## config.mk

```make
export PLATFORM = sky130hd
export DESIGN_NAME = dscr_fetch
export DESIGN_NICKNAME = d
export VERILOG_FILES = /design/src/rtl/dscr_fetch.sv
export SDC_FILE = /design/constraint.sdc
export NUM_CORES = 1
export LEC_CHECK = 0
export BUFFER_PORTS_ARGS = -buffer_cell sky130_fd_sc_hd__buf_2
export CORE_MARGIN = 1.5
export CORE_UTILIZATION = 55
export DETAILED_ROUTE_END_ITERATION = 10
export GPL_TIMING_DRIVEN = 0
export PLACE_DENSITY = 0.91
export SLEW_MARGIN = 20
export SYNTH_ARGS = -nofsm -noshare
export SYNTH_HDL_FRONTEND = slang
export SYNTH_SLANG_ARGS = --single-unit
```

## constraint.sdc

```tcl
create_clock -name clk -period 5.4 [get_ports clk]
set_input_delay 0.54 -clock clk [delete_from_list [all_inputs] [get_ports clk]]
set_output_delay 0.54 -clock clk [all_outputs]
set_load 0.05 [all_outputs]
```

## src/rtl/dscr_fetch.sv

```systemverilog
module dscr_fetch #(
  parameter bit IS_DST = 1'b0,
  parameter int HW = 17,
  parameter int SW = 30
) (
  input  logic           clk,
  input  logic           rst_n,
  input  logic           mem_mode,
  input  logic           ptr_load,
  input  logic [31:0]    start_lo,
  input  logic [HW-1:0]  start_hi,
  input  logic           fetch_go,
  input  logic           adv_go,
  input  logic [31:0]    reg_addr_lo,
  input  logic [HW-1:0]  reg_addr_hi,
  input  logic [SW-1:0]  reg_size,
  input  logic [4:0]     reg_attr,
  output logic           rd_req,
  output logic [HW+31:0] rd_addr,
  input  logic           rd_rvalid,
  input  logic [31:0]    rd_rdata,
  output logic           busy,
  output logic           dscr_valid,
  output logic [HW+31:0] dscr_addr,
  output logic [SW-1:0]  dscr_size,
  output logic           dscr_intr,
  output logic           dscr_type,
  output logic           dscr_coh,
  output logic [1:0]     dscr_cmd,
  output logic           err,
  output logic           rd_err,
  output logic [HW+31:0] cur_ptr
);
  localparam int AW = HW + 32;
  localparam logic [1:0] CMD_HALT = 2'd1;

  typedef enum logic [1:0] {S_IDLE, S_DSC, S_NXT} st_t;

  st_t         state;
  logic [1:0]  idx;
  logic        pend;
  logic [31:0] nxt_lo;
  logic        take;

  assign busy    = (state != S_IDLE);
  assign rd_req  = busy && !pend;
  assign rd_addr = cur_ptr + {{(HW+27){1'b0}}, (state == S_NXT), idx, 2'b00};
  assign take    = rd_rvalid && pend;

  always_ff @(posedge clk or negedge rst_n) begin
    if (!rst_n) begin
      state      <= S_IDLE;
      idx        <= '0;
      pend       <= 1'b0;
      nxt_lo     <= '0;
      cur_ptr    <= '0;
      dscr_valid <= 1'b0;
      dscr_addr  <= '0;
      dscr_size  <= '0;
      dscr_intr  <= 1'b0;
      dscr_type  <= 1'b0;
      dscr_coh   <= 1'b0;
      dscr_cmd   <= '0;
      err        <= 1'b0;
      rd_err     <= 1'b0;
    end else begin
      dscr_valid <= 1'b0;
      rd_err     <= 1'b0;
      case (state)
        S_IDLE: begin
          if (ptr_load) begin
            cur_ptr <= {start_hi, start_lo};
            err     <= 1'b0;
          end else if (fetch_go) begin
            if (!mem_mode) begin
              dscr_addr  <= {reg_addr_hi, reg_addr_lo};
              dscr_size  <= reg_size;
              dscr_coh   <= reg_attr[0];
              dscr_type  <= reg_attr[1];
              dscr_intr  <= reg_attr[2];
              dscr_cmd   <= IS_DST ? 2'd0 : reg_attr[4:3];
              dscr_valid <= 1'b1;
            end else if (cur_ptr[3:0] != 4'd0) begin
              dscr_addr  <= '0;
              dscr_size  <= '0;
              dscr_coh   <= 1'b0;
              dscr_type  <= 1'b0;
              dscr_intr  <= 1'b0;
              dscr_cmd   <= '0;
              err        <= 1'b1;
              rd_err     <= 1'b1;
              dscr_valid <= 1'b1;
            end else begin
              state <= S_DSC;
              idx   <= '0;
              pend  <= 1'b0;
            end
          end else if (adv_go && !IS_DST && mem_mode && dscr_cmd != CMD_HALT) begin
            if (dscr_type) begin
              state <= S_NXT;
              idx   <= '0;
              pend  <= 1'b0;
            end else begin
              cur_ptr <= cur_ptr + AW'(16);
            end
          end
        end
        S_DSC: begin
          if (rd_req) begin
            pend <= 1'b1;
          end else if (take) begin
            pend <= 1'b0;
            idx  <= idx + 2'd1;
            case (idx)
              2'd0: dscr_addr[31:0] <= rd_rdata;
              2'd1: dscr_addr[AW-1:32] <= rd_rdata[HW-1:0];
              2'd2: dscr_size <= rd_rdata[SW-1:0];
              default: begin
                dscr_coh  <= rd_rdata[0];
                dscr_type <= rd_rdata[1];
                dscr_intr <= rd_rdata[2];
                dscr_cmd  <= IS_DST ? 2'd0 : rd_rdata[4:3];
                if (IS_DST && rd_rdata[1]) begin
                  state <= S_NXT;
                  idx   <= '0;
                end else begin
                  if (IS_DST) cur_ptr <= cur_ptr + AW'(16);
                  state      <= S_IDLE;
                  dscr_valid <= 1'b1;
                end
              end
            endcase
          end
        end
        S_NXT: begin
          if (rd_req) begin
            pend <= 1'b1;
          end else if (take) begin
            pend <= 1'b0;
            idx  <= idx + 2'd1;
            if (idx == 2'd0) begin
              nxt_lo <= rd_rdata;
            end else begin
              cur_ptr    <= {rd_rdata[HW-1:0], nxt_lo};
              state      <= S_IDLE;
              dscr_valid <= IS_DST;
            end
          end
        end
        default: state <= S_IDLE;
      endcase
    end
  end

  p_req_single_r4: assert property (@(posedge clk) disable iff (!rst_n)
    rd_req |=> !rd_req);
  p_req_align_r4: assert property (@(posedge clk) disable iff (!rst_n)
    rd_req |-> (rd_addr[1:0] == 2'b00 && busy));
  p_err_zero_r6: assert property (@(posedge clk) disable iff (!rst_n)
    rd_err |-> (dscr_valid && err && dscr_addr == '0 && dscr_size == '0 &&
                !dscr_type && !dscr_intr && !dscr_coh && dscr_cmd == 2'd0));
  p_valid_idle_r11: assert property (@(posedge clk) disable iff (!rst_n)
    dscr_valid |-> !busy);
  p_ptr_hold_r9: assert property (@(posedge clk) disable iff (!rst_n)
    (!busy && !ptr_load && !adv_go) |=> $stable(cur_ptr));
endmodule

```

==> flow_summary_export.csv <==
group,metric,value,unit
status,status,"finished, final reports clean",
floorplan,start_util,56.87,%
clock_network,postCtsHoldBufs,0,
cells_and_area,nets,1740,
critical_path,arrival,3.82,ns
global_routing,grt_max_degree,91,
routing,drt-total-wl,43.29,mm
sta,setup_viol,0,
floorplan,core,18210,um2
clock_network,worstSkewPairLatency,0.45,ns
flow_run,drv_cap,0,
min_path,hold_class,"in2async",
global_routing,track_usage,43.50,%
critical_path,critical_path_class,"reg2out",
sta,relSlewSlack,40.61,%
floorplan,fp.dieW,140.2,um
sta,finalWorstSetupSlack,1.045,ns
cells_and_area,multi_input_area,5485,um2
clock_network,cts_setup_buffers,0,
synthesis,synth_cell_types,67,
critical_path,crit_chain,"inv_1, ha_1, clkbuf_1, nand3_1, a2111oi_2, nand3_1, xnor2_1, buf_2",
synthesis,syn_inst,1179,
critical_path,cp.buffers_inverters,3,
sta,period_minus_slack,4.355,ns
clock_network,cts-buffers-inserted,17,
global_routing,grtUsageMet1,54.28,%
clock_network,cts.sinks,173,
routing,num_vias,11550,
critical_path,required,4.86,ns
placement,place_congestion,1.019,
synthesis,syn-num-nets,1364,
placement,dp_hpwl,33.33,mm
clock_network,cts_buffer_depth,2,
critical_path,rrSetupSlack,2.23,ns
critical_path,r2r_cells,8,
global_routing,grt_first_pass_wirelength,64.36,mm
critical_path,worst-path-stages,8,
sta,worst_clock_skew,0.01674,ns
sta,tightestPinTransition,0.8835,ns
sta,setup-tns-final,0,ns
synthesis,synth_edf_count,0,
clock_network,htreeDepth,4,
synthesis,yosys_warnings,0,
sta,max_freq,229.6,MHz
routing,first_iter_violations,1303,
clock_network,root_buffer,"clkbuf_16",
sta,finalHoldViolCount,0,
cells_and_area,area_growth,26.18,%
global_routing,met2_usage,69.65,%
floorplan,num_rows,49,
cells_and_area,drive_gt1_share,30.04,%
synthesis,ys_ff_latch,173,
clock_network,tritoncts,"done",
sta,min_period_over_period,80.65,%
synthesis,yosysSeqAreaShare,41.81,%
placement,dp_slack,1.603,ns
floorplan,pin_count,359,
critical_path,rr_startpoint,"state[0]$_DFFE_PN0P_",
routing,wl_per_cell,24.01,um
routing,drc,0,
clock_network,clkTransAtPathRegs,0.08,ns
synthesis,synth_async_sr_flop_share,100.0,%
floorplan,die_h,140.2,um
pwr,cellLeakagePower,6.099,nW
global_routing,grt_overflow_total,0,
floorplan,die_area,19660,um2
routing,first_pass_iters,6,
global_routing,grt-busiest-layer,"met2",
critical_path,crit_family,"compound AO/OA/AOI/OAI gates",
pwr,p_per_area,724.2,nW/um2
critical_path,cp-start-kind,"flop",
critical_path,r2r-end,"cur_ptr[19]$_DFFE_PN0P_",
routing,vias_per_cell,6.404,
cells_and_area,nFillCells,1442,
critical_path,critPathMaxStageDelay,0.94,ns
synthesis,synthFlopType,"dfrtp_1",
placement,portBuffers,356,
sta,slew_viol_final,0,
pwr,vdd_drop_max,0.4069,mV
global_routing,antenna_found_initial,6,
global_routing,grt_pass1_vias,11140,
critical_path,crit_top_cell,"nand3_1",
critical_path,critPathCaptureType,"output pin",
synthesis,syn_area,10350,um2
critical_path,cp_max_fo,10,
routing,postRouteAntennaNets,0,
critical_path,critPathSlowestCell,"a2111oi_2",
cells_and_area,seqCellArea,4329,um2
global_routing,grt.met3_usage,9.949,%
clock_network,cts-resized-gates,0,
synthesis,avgSynthCellArea,8.783,um2
sta,rsz0062_at_grt,"no",
[worst reg2reg max path: stages, from the launching register on]
cell and delay [ns]:
dfrtp_1 0.40, inv_1 0.15, ha_1 0.25, clkbuf_1 0.41
buf_1 0.44, clkbuf_1 0.62, clkbuf_1 0.38, a21oi_1 0.24
o221ai_1 0.19
[Yosys cell counts (8+ instances only)]
master / instances / share of area [%]
nor4_1: 19 / 1.1
mux2_2: 34 / 3.7
nand2b_1: 15 / 0.91
o211ai_1: 8 / 0.58
and2_1: 29 / 1.8
nand3_1: 45 / 2.2
a21oi_1: 92 / 4.4
clkbuf_1: 71 / 2.6
nor2_1: 46 / 1.7
nand4_1: 25 / 1.5
o31ai_1: 11 / 0.80
a22o_1: 8 / 0.68
o221ai_1: 9 / 0.76
buf_2: 26 / 1.3
ha_1: 12 / 1.4
dfrtp_1: 173 / 42
a22oi_1: 28 / 2.0
nand2_1: 155 / 5.6
o21ai_0: 123 / 5.9
xnor2_1: 41 / 3.5
inv_1: 28 / 1.0
and4_1: 8 / 0.68
mux2i_1: 15 / 1.4
xor2_1: 24 / 2.0
nor3_1: 16 / 0.77
[power by group]
part           internal [W]  leakage, nW  switching, W
sequential          0.00183         2.20      0.000468
combinational       0.00149         3.62       0.00443
clock              0.000623        0.280      0.000624
[final cells by class]
cell class	count	area share [%]
diodes	6	0.1149
plain buffers	105	3.332
flip-flops and latches	173	33.13
repair buffers	357	13.92
multi-input cells	873	41.98
well taps	229	2.193
clock buffers	17	3.256
inverters	28	0.8044
clock inverters	15	1.264
[per-stage QoR]
stage	hold WS [ns]	utilization [%]	power [W]	instances	area, um2
after floorplan	0.2444	-	0.006439	1179	10350
final	0.06339	71.76	0.009462	1803	13070
after detailed placement	0.4642	68.43	0.008083	1765	12460
after CTS	0.1119	71.68	0.009328	1797	13050
after global placement	0.4573	68.23	0.007989	1764	12420
after global routing	0.1230	71.76	0.009848	1803	13070
[flip-flops by register name (all words and copies together), names as in the netlist]
signal and flops:
cur_ptr 49, nxt_lo 32, dscr_type 1, idx 2, state 2, dscr_intr 1, err 1, dscr_valid 1
dscr_coh 1, dscr_addr 49, dscr_cmd 2, pend 1, rd_err 1, dscr_size 30
[placed cells by master (no fill, tap or decap), types with 7 or more instances in the layout]
cell         n
a32o_1       7
a22oi_1     28
buf_2      381
o211ai_1     8
o221ai_1     9
nand3_1     45
or3_1        7
clkbuf_1    71
nor2_1      46
and3_1       7
mux2i_1     15
nand4_1     25
nor4_1      19
ha_1        12
dfrtp_1    173
mux2_2      34
a21oi_1     92
a22o_1       8
or4_1        7
o31ai_1     11
inv_1       28
o21ai_0    122
a221oi_1     7
nor3_1      16
nand2_1    155
xor2_1      24
and2_1      29
clkbuf_16   17
and4_1       8
xnor2_1     41
nand2b_1    15
[logic make-up after synthesis]
family	Yosys count	synth area share, %
simple gates	399	19.48
fa+ha+maj	13	1.643
compound gates	347	21.21
flops	173	41.81
buf+inv	133	5.220
mux	49	5.147
xor+xnor	65	5.498
[worst max path at each step]
| stage | end | slack [ns] | from |
|---|---|---|---|
| floorplan | rd_addr[10] | 1.68 | cur_ptr[2]$_DFFE_PN0P_ |
| global placement | dscr_addr[7]$_DFFE_PN0P_ | 1.01 | rst_n |
| detailed placement | rd_addr[32] | 1.60 | state[0]$_DFFE_PN0P_ |
| CTS | rd_addr[32] | 1.13 | state[0]$_DFFE_PN0P_ |
| global route | rd_addr[32] | 0.88 | state[0]$_DFFE_PN0P_ |
| finish | rd_addr[32] | 1.04 | state[0]$_DFFE_PN0P_ |
[metal layers]
metal	share of wire (%)	wire length [um]
met4	6.8	2936
met5	0	0
met1	36	15700
met3	12	5020
met2	45	19640
Power figures use the tool's default switching activity.
